## config.mk

```make
export PLATFORM = sky130hd
export DESIGN_NAME = psat_unit
export DESIGN_NICKNAME = d
export VERILOG_FILES = /design/src/rtl/psat_pkg.sv /design/src/rtl/psat_lane.sv /design/src/rtl/psat_lane_array.sv /design/src/rtl/psat_unit.sv
export SDC_FILE = /design/constraint.sdc
export NUM_CORES = 1
export LEC_CHECK = 0
export BUFFER_PORTS_ARGS = -buffer_cell sky130_fd_sc_hd__buf_2
export CORE_MARGIN = 2
export CORE_UTILIZATION = 55
export CTS_CLUSTER_SIZE = 14
export DETAILED_ROUTE_END_ITERATION = 8
export GPL_ROUTABILITY_DRIVEN = 0
export PLACE_DENSITY = 0.8
export RECOVER_POWER = 100
export SYNTH_ARGS = -nofsm -noshare
export SYNTH_HDL_FRONTEND = slang
export SYNTH_SLANG_ARGS = --single-unit
```

## constraint.sdc

```tcl
create_clock -name clk_i -period 0.9 [get_ports clk_i]
set_input_delay 0 -clock clk_i [delete_from_list [all_inputs] [get_ports clk_i]]
set_output_delay 0 -clock clk_i [all_outputs]
set_load 0.1 [all_outputs]
```

## src/rtl/psat_pkg.sv

```systemverilog
`timescale 1ns/1ps
package psat_pkg;
  typedef enum logic [1:0] {
    SZ_B8  = 2'd0,
    SZ_B16 = 2'd1,
    SZ_B32 = 2'd2,
    SZ_BAD = 2'd3
  } lane_sz_e;

  localparam int NUM_SIZES = 3;
endpackage

```

## src/rtl/psat_lane.sv

```systemverilog
`timescale 1ns/1ps
module psat_lane #(
  parameter int W = 8
) (
  input  logic [W-1:0] a_i,
  input  logic [W-1:0] b_i,
  input  logic         uns_i,
  input  logic         sub_i,
  output logic [W-1:0] y_o,
  output logic         sat_o
);
  logic [W:0] ea, eb, ex;

  // one guard bit: sign or zero extension
  assign ea = {~uns_i & a_i[W-1], a_i};
  assign eb = {~uns_i & b_i[W-1], b_i};
  assign ex = sub_i ? (ea - eb) : (ea + eb);

  always_comb begin
    sat_o = uns_i ? ex[W] : (ex[W] ^ ex[W-1]);
    if (!sat_o)      y_o = ex[W-1:0];
    else if (uns_i)  y_o = sub_i ? '0 : '1;
    else if (ex[W])  y_o = {1'b1, {(W-1){1'b0}}};
    else             y_o = {1'b0, {(W-1){1'b1}}};
  end

  always_comb begin
    if (uns_i && sub_i)  a_r5_usub_not_above_n: assert (y_o <= a_i);
    if (uns_i && !sub_i) a_r4_uadd_not_below_n: assert (y_o >= a_i);
  end
endmodule

```

## src/rtl/psat_lane_array.sv

```systemverilog
`timescale 1ns/1ps
module psat_lane_array #(
  parameter int VEC_W  = 128,
  parameter int LANE_W = 8
) (
  input  logic [VEC_W-1:0]   n_i,
  input  logic [VEC_W-1:0]   m_i,
  input  logic               uns_i,
  input  logic               sub_i,
  output logic [VEC_W-1:0]   res_o,
  output logic [VEC_W/8-1:0] flg_o
);
  localparam int NL  = VEC_W / LANE_W;
  localparam int BPL = LANE_W / 8;

  for (genvar l = 0; l < NL; l++) begin : g_lane
    logic sat;
    psat_lane #(.W(LANE_W)) u_lane (
      .a_i   (n_i[l*LANE_W +: LANE_W]),
      .b_i   (m_i[l*LANE_W +: LANE_W]),
      .uns_i (uns_i),
      .sub_i (sub_i),
      .y_o   (res_o[l*LANE_W +: LANE_W]),
      .sat_o (sat)
    );
    assign flg_o[l*BPL +: BPL] = {BPL{sat}};
  end
endmodule

```

## src/rtl/psat_unit.sv

```systemverilog
`timescale 1ns/1ps
module psat_unit
  import psat_pkg::*;
#(
  parameter int VEC_W = 128
) (
  input  logic               clk_i,
  input  logic               rst_ni,
  input  logic               valid_i,
  input  logic [1:0]         size_i,
  input  logic               unsigned_i,
  input  logic               sub_i,
  input  logic [VEC_W-1:0]   op_n_i,
  input  logic [VEC_W-1:0]   op_m_i,
  output logic               valid_o,
  output logic [VEC_W-1:0]   result_o,
  output logic [VEC_W/8-1:0] sat_o,
  output logic               err_o
);
  localparam int NBYTES = VEC_W / 8;

  function automatic logic [NBYTES-1:0] stride_mask(int stride);
    logic [NBYTES-1:0] mk;
    mk = '0;
    for (int i = 0; i < NBYTES; i += stride) mk[i] = 1'b1;
    return mk;
  endfunction

  localparam logic [NBYTES-1:0] M2 = stride_mask(2);
  localparam logic [NBYTES-1:0] M4 = stride_mask(4);

  logic [VEC_W-1:0]  res_g [NUM_SIZES];
  logic [NBYTES-1:0] flg_g [NUM_SIZES];

  for (genvar g = 0; g < NUM_SIZES; g++) begin : g_size
    psat_lane_array #(.VEC_W(VEC_W), .LANE_W(8 << g)) u_arr (
      .n_i   (op_n_i),
      .m_i   (op_m_i),
      .uns_i (unsigned_i),
      .sub_i (sub_i),
      .res_o (res_g[g]),
      .flg_o (flg_g[g])
    );
  end

  logic [VEC_W-1:0]  res_d;
  logic [NBYTES-1:0] flg_d;
  logic              bad_d;

  always_comb begin
    bad_d = 1'b0;
    unique case (lane_sz_e'(size_i))
      SZ_B8:  begin res_d = res_g[0]; flg_d = flg_g[0]; end
      SZ_B16: begin res_d = res_g[1]; flg_d = flg_g[1]; end
      SZ_B32: begin res_d = res_g[2]; flg_d = flg_g[2]; end
      default: begin res_d = '0; flg_d = '0; bad_d = 1'b1; end
    endcase
  end

  always_ff @(posedge clk_i or negedge rst_ni) begin
    if (!rst_ni) begin
      valid_o  <= 1'b0;
      err_o    <= 1'b0;
      result_o <= '0;
      sat_o    <= '0;
    end else begin
      valid_o <= valid_i;
      err_o   <= valid_i & bad_d;
      if (valid_i) begin
        result_o <= res_d;
        sat_o    <= flg_d;
      end
    end
  end

  a_r8_valid_follows: assert property (@(posedge clk_i) disable iff (!rst_ni)
    valid_i |=> valid_o);

  a_r10_idle_holds: assert property (@(posedge clk_i) disable iff (!rst_ni)
    !valid_i |=> (!valid_o && !err_o && $stable(result_o) && $stable(sat_o)));

  a_r9_illegal_size: assert property (@(posedge clk_i) disable iff (!rst_ni)
    (valid_i && size_i == SZ_BAD) |=> (err_o && result_o == '0 && sat_o == '0));

  a_r9_legal_no_err: assert property (@(posedge clk_i) disable iff (!rst_ni)
    (valid_i && size_i != SZ_BAD) |=> !err_o);

  a_r7_half_flags_paired: assert property (@(posedge clk_i) disable iff (!rst_ni)
    (valid_i && size_i == SZ_B16) |=> (((sat_o & M2) << 1) == (sat_o & (M2 << 1))));

  a_r7_word_flags_grouped: assert property (@(posedge clk_i) disable iff (!rst_ni)
    (valid_i && size_i == SZ_B32) |=>
      ((((sat_o & M4) << 1) == (sat_o & (M4 << 1))) &&
       (((sat_o & M4) << 2) == (sat_o & (M4 << 2))) &&
       (((sat_o & M4) << 3) == (sat_o & (M4 << 3)))));
endmodule

```

==> out/results.ini, run 1 <==
[synthesis]
synthMuxAreaShare_pct = 1.31
synth-simple-area-share_pct = 19.8
ys_async_sr_fraction_pct = 100
postSynthAreaPerCell_um2 = 7.27
synth_top_family_by_area = compound AO/OA/AOI/OAI gates
synth-adder-area-share_pct = 13.6
ys_seq_area_share_pct = 13.3
netlist_instances = 3775
synth_seq_cells = 146
ys_types = 100
synth_enable_flop_cells = 0
yosysWarnings = 0
synth-compound-area-share_pct = 30.4
ys.flop_type = dfrtp_1
synth_xor_area_share_pct = 16.8
syn_area_mm2 = 0.0275
synthesis.nets = 4326

[floorplanning]
initial_core_util_pct = 55.9
rows = 81
die_width_um = 227
die_h_um = 227
ios = 409

[clock_network]
cts.path.max_buffers = 2
h-tree-depth = 4
clock-sinks = 146
cts_root_buf = clkbuf_16
numCtsBuffers = 17

[grt]
grt_pass1_vias = 54200
grt_max_degree = 58
grt_use_total_pct = 85.1
grt_pass1_wl_um = 344000
grt_overflow_total = 745

[run_status]
tool.error = [ERROR GRT-0116] Global routing finished with congestion. Check the congestion regions in the DRC Viewer.
status = aborted with a tool error
haltStage = 5_1_grt

[placed_design]
portBuffers = 408
dp_worst_setup_slack_ns = -4.06
dpl-instance-area_mm2 = 0.0426
hpwl_um = 115000

[synth_stat cells (all sizes together) (22+ instances only)]
cell type / count / share of area [%]
xor2: 145 / 4.6
xnor2: 376 / 12
a21o: 103 / 2.8
nor4: 23 / 0.68
nand3: 67 / 1.2
o31a: 22 / 0.71
nand2b: 58 / 1.3
inv: 175 / 2.4
nor3: 96 / 1.8
or2: 22 / 0.50
clkbuf: 133 / 1.8
nand4: 24 / 0.55
nor2: 440 / 6.0
o21bai: 29 / 0.79
and2: 25 / 0.57
nand2: 243 / 3.3
a21oi: 386 / 7.1
o221ai: 28 / 0.89
dfrtp: 146 / 13
a21boi: 22 / 0.64
and3: 29 / 0.68
a31oi: 73 / 1.7
buf: 32 / 0.58
a211oi: 24 / 0.69
o211ai: 31 / 0.85
o21ai: 304 / 5.5
a41oi: 22 / 0.78
ha: 272 / 12
nor2b: 56 / 1.3
o31ai: 22 / 0.67
o21a: 63 / 1.7
or3: 27 / 0.62
[per-stage QoR]
step                      utilization [%]  cells
after global placement               86.6   6048
after detailed placement             86.6   6048
after floorplan                         -   3775
after CTS                            91.8   6150
[kinds of logic after synthesis]
| kind of cell | count (synthesis) |
|---|---|
| AOI/OAI and AO/OA | 1293 |
| and+or+nand+nor | 1153 |
| xor gates and xnor gates | 522 |
| buffers and inverters | 341 |
| adders and majority gates | 288 |
| DFF | 146 |
| muxes | 32 |
[timing repair]
action / CTS
resized for setup: 360
buffers inserted: 64
cloned: 8
hold buffers: 1
pin swaps: 183
endpoints found under the setup margin: 290
endpoints found under the hold margin: 146
[metal layers]
| layer | GRT overflow | track usage (%) |
|---|---|---|
| met1 | 16 | 81.9 |
| met2 | 429 | 99.8 |
| met3 | 21 | 75.7 |
| met4 | 277 | 86.7 |
| met5 | 2 | 41.7 |
==> inputs of run 2 (changes only) <==
--- a/config.mk
+++ b/config.mk
@@ -7,11 +7,10 @@
 export LEC_CHECK = 0
 export BUFFER_PORTS_ARGS = -buffer_cell sky130_fd_sc_hd__buf_2
 export CORE_MARGIN = 2
-export CORE_UTILIZATION = 55
-export CTS_CLUSTER_SIZE = 14
+export CORE_UTILIZATION = 40
 export DETAILED_ROUTE_END_ITERATION = 8
 export GPL_ROUTABILITY_DRIVEN = 0
-export PLACE_DENSITY = 0.8
+export PLACE_DENSITY_LB_ADDON = 0.15
 export RECOVER_POWER = 100
 export SYNTH_ARGS = -nofsm -noshare
 export SYNTH_HDL_FRONTEND = slang
==> constraint.sdc (replaced) <==
create_clock -name clk_i -period 1.2 [get_ports clk_i]
set_input_delay 0 -clock clk_i [delete_from_list [all_inputs] [get_ports clk_i]]
set_output_delay 0 -clock clk_i [all_outputs]
set_load 0.1 [all_outputs]
==> out/results.ini, run 2 <==
[grt]
grt_use_met3_pct = 4.25
grt_pass1_vias = 34500
grt_pass1_wl_um = 186000
grt_max_degree = 67
antenna_found_initial = 2
grt_use_total_pct = 33.1
grtUsageMet1_pct = 43.2
grt_util_met2_pct = 56.1
grt_overflow_total = 0
global_route.peak_usage_layer = met2

[synthesis]
ys_async_sr_fraction_pct = 100  ; unchanged
synthTopCellsByArea = dfrtp_1 13%, ha_1 12%, xnor2_1 12%  ; unchanged
synth_top_area_share_pct = 13.3  ; unchanged
syn_area_mm2 = 0.0275  ; unchanged
postSynthAreaPerCell_um2 = 7.27  ; unchanged
synth.most_common_cell = nor2_1  ; unchanged
ys_seq_area_share_pct = 13.3  ; unchanged
ys.flop_type = dfrtp_1  ; unchanged
synthTopCellsByCount = 439 x nor2_1, 382 x a21oi_1, 372 x xnor2_1, 302 x o21ai_0, 272 x ha_1  ; unchanged
synth_enable_flop_cells = 0  ; unchanged
synthesis.nets = 4326  ; unchanged
synth_seq_cells = 146  ; unchanged
yosysWarnings = 0  ; unchanged
yosys.area.top_type = dfrtp_1  ; unchanged
ys_types = 100  ; unchanged
netlist_instances = 3775  ; unchanged

[route]
wl_per_cell_um = 19.2
vias_per_cell = 5.52
wirelength_um = 124000
via_count = 35600
drcViolationCount = 0
first_iter_violations = 2584
dr.pass1.iters = 5
antenna_left = 0

[clock_network]
clkLatencyLatePin_ns = 0.51
cts.path.max_buffers = 2  ; unchanged
numCtsBuffers = 17  ; unchanged
clock-sinks = 146  ; unchanged
h-tree-depth = 4  ; unchanged
clk_pin_slew_ns = 0.07
cts_root_buf = clkbuf_16  ; unchanged
cts_tree = done

[run_status]
status = complete, but fails checks  ; was aborted with a tool error
violations = negative setup slack

[finish]
final_cells = 6439
final_common_cell = buf_4
fillers = 5675
largest_reg_flops = 128
layout.nets = 6096
regArea_mm2 = 0.00367
synthToLayoutAreaGrowth_pct = 67.7
final_core_util_pct = 67.5
largestRegisters = result_o: 128 flops, sat_o: 16 flops
multiInputGateArea_mm2 = 0.0246
n_antenna_cell = 0
mostFrequentLayoutCells = 1416 x buf_4, 405 x nor2_1, 362 x xnor2_1, 333 x a21oi_1, 265 x ha_1
max_flop_register = result_o
drive_above_1_share_pct = 42.9

[placed_design]
hpwl_um = 98100  ; was 115000 µm
portBuffers = 408  ; unchanged
dp_cells = 6300  ; was 6048
dp_worst_setup_slack_ns = -3.36  ; was -4.06 ns

[power_and_ir_drop]
pwr-share-clk_pct = 9.4
combPwrFrac_pct = 77.8
irDropWorstVdd_uv = 1130
seqPwrFrac_pct = 12.8
internal_power_mw = 30.0
swShare_pct = 52.0
leakagePower_nw = 22.0
power_density_mw_per_mm2 = 1360
p_sw_mw = 32.6

[timing]
fin_ws_ns = -2.74
finalWorstPathRequiredPeriod_ns = 3.94
fin_crit_sh_pct = 328
setup-violations-final = 243
finalMaxSlewViolations = 0
max-slew-margin-rel_pct = 42.1
fmax_ghz = 0.254
fin_skew_ns = 0
hold_viol = 0
worstMarginPinSlew_ns = 0.869
rsz0062_at_grt = true

[floorplanning]
rows = 96  ; was 81
dieArea_mm2 = 0.0708
coreArea_mm2 = 0.0682
die_h_um = 266  ; was 227 µm
initial_core_util_pct = 40.2  ; was 55.9%
ios = 409  ; unchanged
die_width_um = 266  ; was 227 µm

[critical_path]
crit_start = op_m_i[2]
arrival_ns = 4.34
crit_path_start_kind = input pin
endpoint_kind = register
crit_required_ns = 1.60
path_class = in2reg
cp_max_fo = 4
rr_startpoint = result_o[104]$_DFFE_PN0P_

[worst_hold_path]
hold_path.class = in2reg
min_from = op_n_i[32]

[flow_run]
maxCapViolCount = 0

==> run 2: cell counts after synthesis <==
No cell type changed its count.
==> run 2: cells by family (layout without fill, tap and decap cells) <==
logic type | count (synthesis) | after routing | synth area share, %
adders and majority gates | 288 | 288 | 13.6
buffers and inverters | 341 | 2122 | 4.81
muxes | 32 | 32 | 1.31
and+or+nand+nor | 1153 | 1154 | 19.8
DFF | 146 | 146 | 13.3
xor gates and xnor gates | 522 | 522 | 16.8
AOI/OAI and AO/OA | 1293 | 1293 | 30.4
==> run 2: worst paths after layout <==
| path | to | slack (ns) | cells past startpoint |
|---|---|---|---|
| worst min register to register | result_o[38]$_DFFE_PN0P_ | 0.52 | 2 |
| max in group asynchronous | result_o[94]$_DFFE_PN0P_ | -0.08 | 4 |
| min in group asynchronous | result_o[58]$_DFFE_PN0P_ | 0.61 | 3 |
| worst max-delay path | result_o[30]$_DFFE_PN0P_ | -2.74 | 19 |
| worst max register to register | result_o[104]$_DFFE_PN0P_ | 0.10 | 4 |
| worst min-delay path | result_o[32]$_DFFE_PN0P_ | 0.01 | 5 |
==> run 2: timing repair <==
action | in CTS | in global routing
pin swaps | 206 | 183
setup endpoints to repair | 280 | 271
hold buffers | 4 | 0
endpoints found under the hold margin | 148 | 0
setup buffers | 74 | 47
gates resized for setup | 434 | 590
gates cloned | 9 | 0
==> run 2: cell type report <==
cell class / count / share of cell area, %
flip-flops and latches: 146 / 7.97
well taps: 882 / 2.40
repair buffers: 1915 / 33.4
clock buffers: 19 / 0.940
inverters: 176 / 1.47
multi-input cells: 3289 / 53.5
clock inverters: 12 / 0.348
==> run 2: metal layers <==
metal	share of wire [%]	wire, µm
met1	43	52800
met2	47	58100
met3	6.4	7870
met4	3.8	4720
met5	0.0097	12
==> run 2: worst max-delay path, stage by stage <==
cell,delay (ns)
buf_6,0.09
or4_4,0.56
nor2_4,0.13
nand2_2,0.08
nor3b_4,0.24
nand2_2,0.12
nor3b_4,0.31
a21oi_2,0.14
nor2_1,0.21
xor2_1,0.23
ha_1,0.30
nor2b_1,0.14
o21ai_0,0.21
o211a_1,0.18
o31a_2,0.18
mux2i_4,0.28
xnor2_2,0.09
or4_1,0.49
a221o_1,0.33
==> run 2: power by group through the flow <==
stage | sequential, mW | clock [mW] | combinational [mW]
floorplan | 16.4 | 0 | 16.4
global placement | 7.66 | 0 | 41.8
detailed placement | 7.62 | 0 | 42.1
CTS | 7.63 | 5.94 | 45.3
global route | 8.01 | 6.09 | 51.4
finish | 7.99 | 5.90 | 48.7
==> run 2: stage by stage <==
stage	power, mW	hold WS (ns)	area [µm²]	setup TNS, ns
floorplan	32.8	-0.296	27800	-399.27
global placement	49.5	-0.0606	41300	-443.05
detailed placement	49.8	-0.0598	41300	-453.74
CTS	58.9	0.00707	44200	-371.89
global route	65.5	0.0362	46100	-397.43
finish	62.5	0.0114	46100	-360.60
Note: power is estimated with default switching activity, not from simulation.
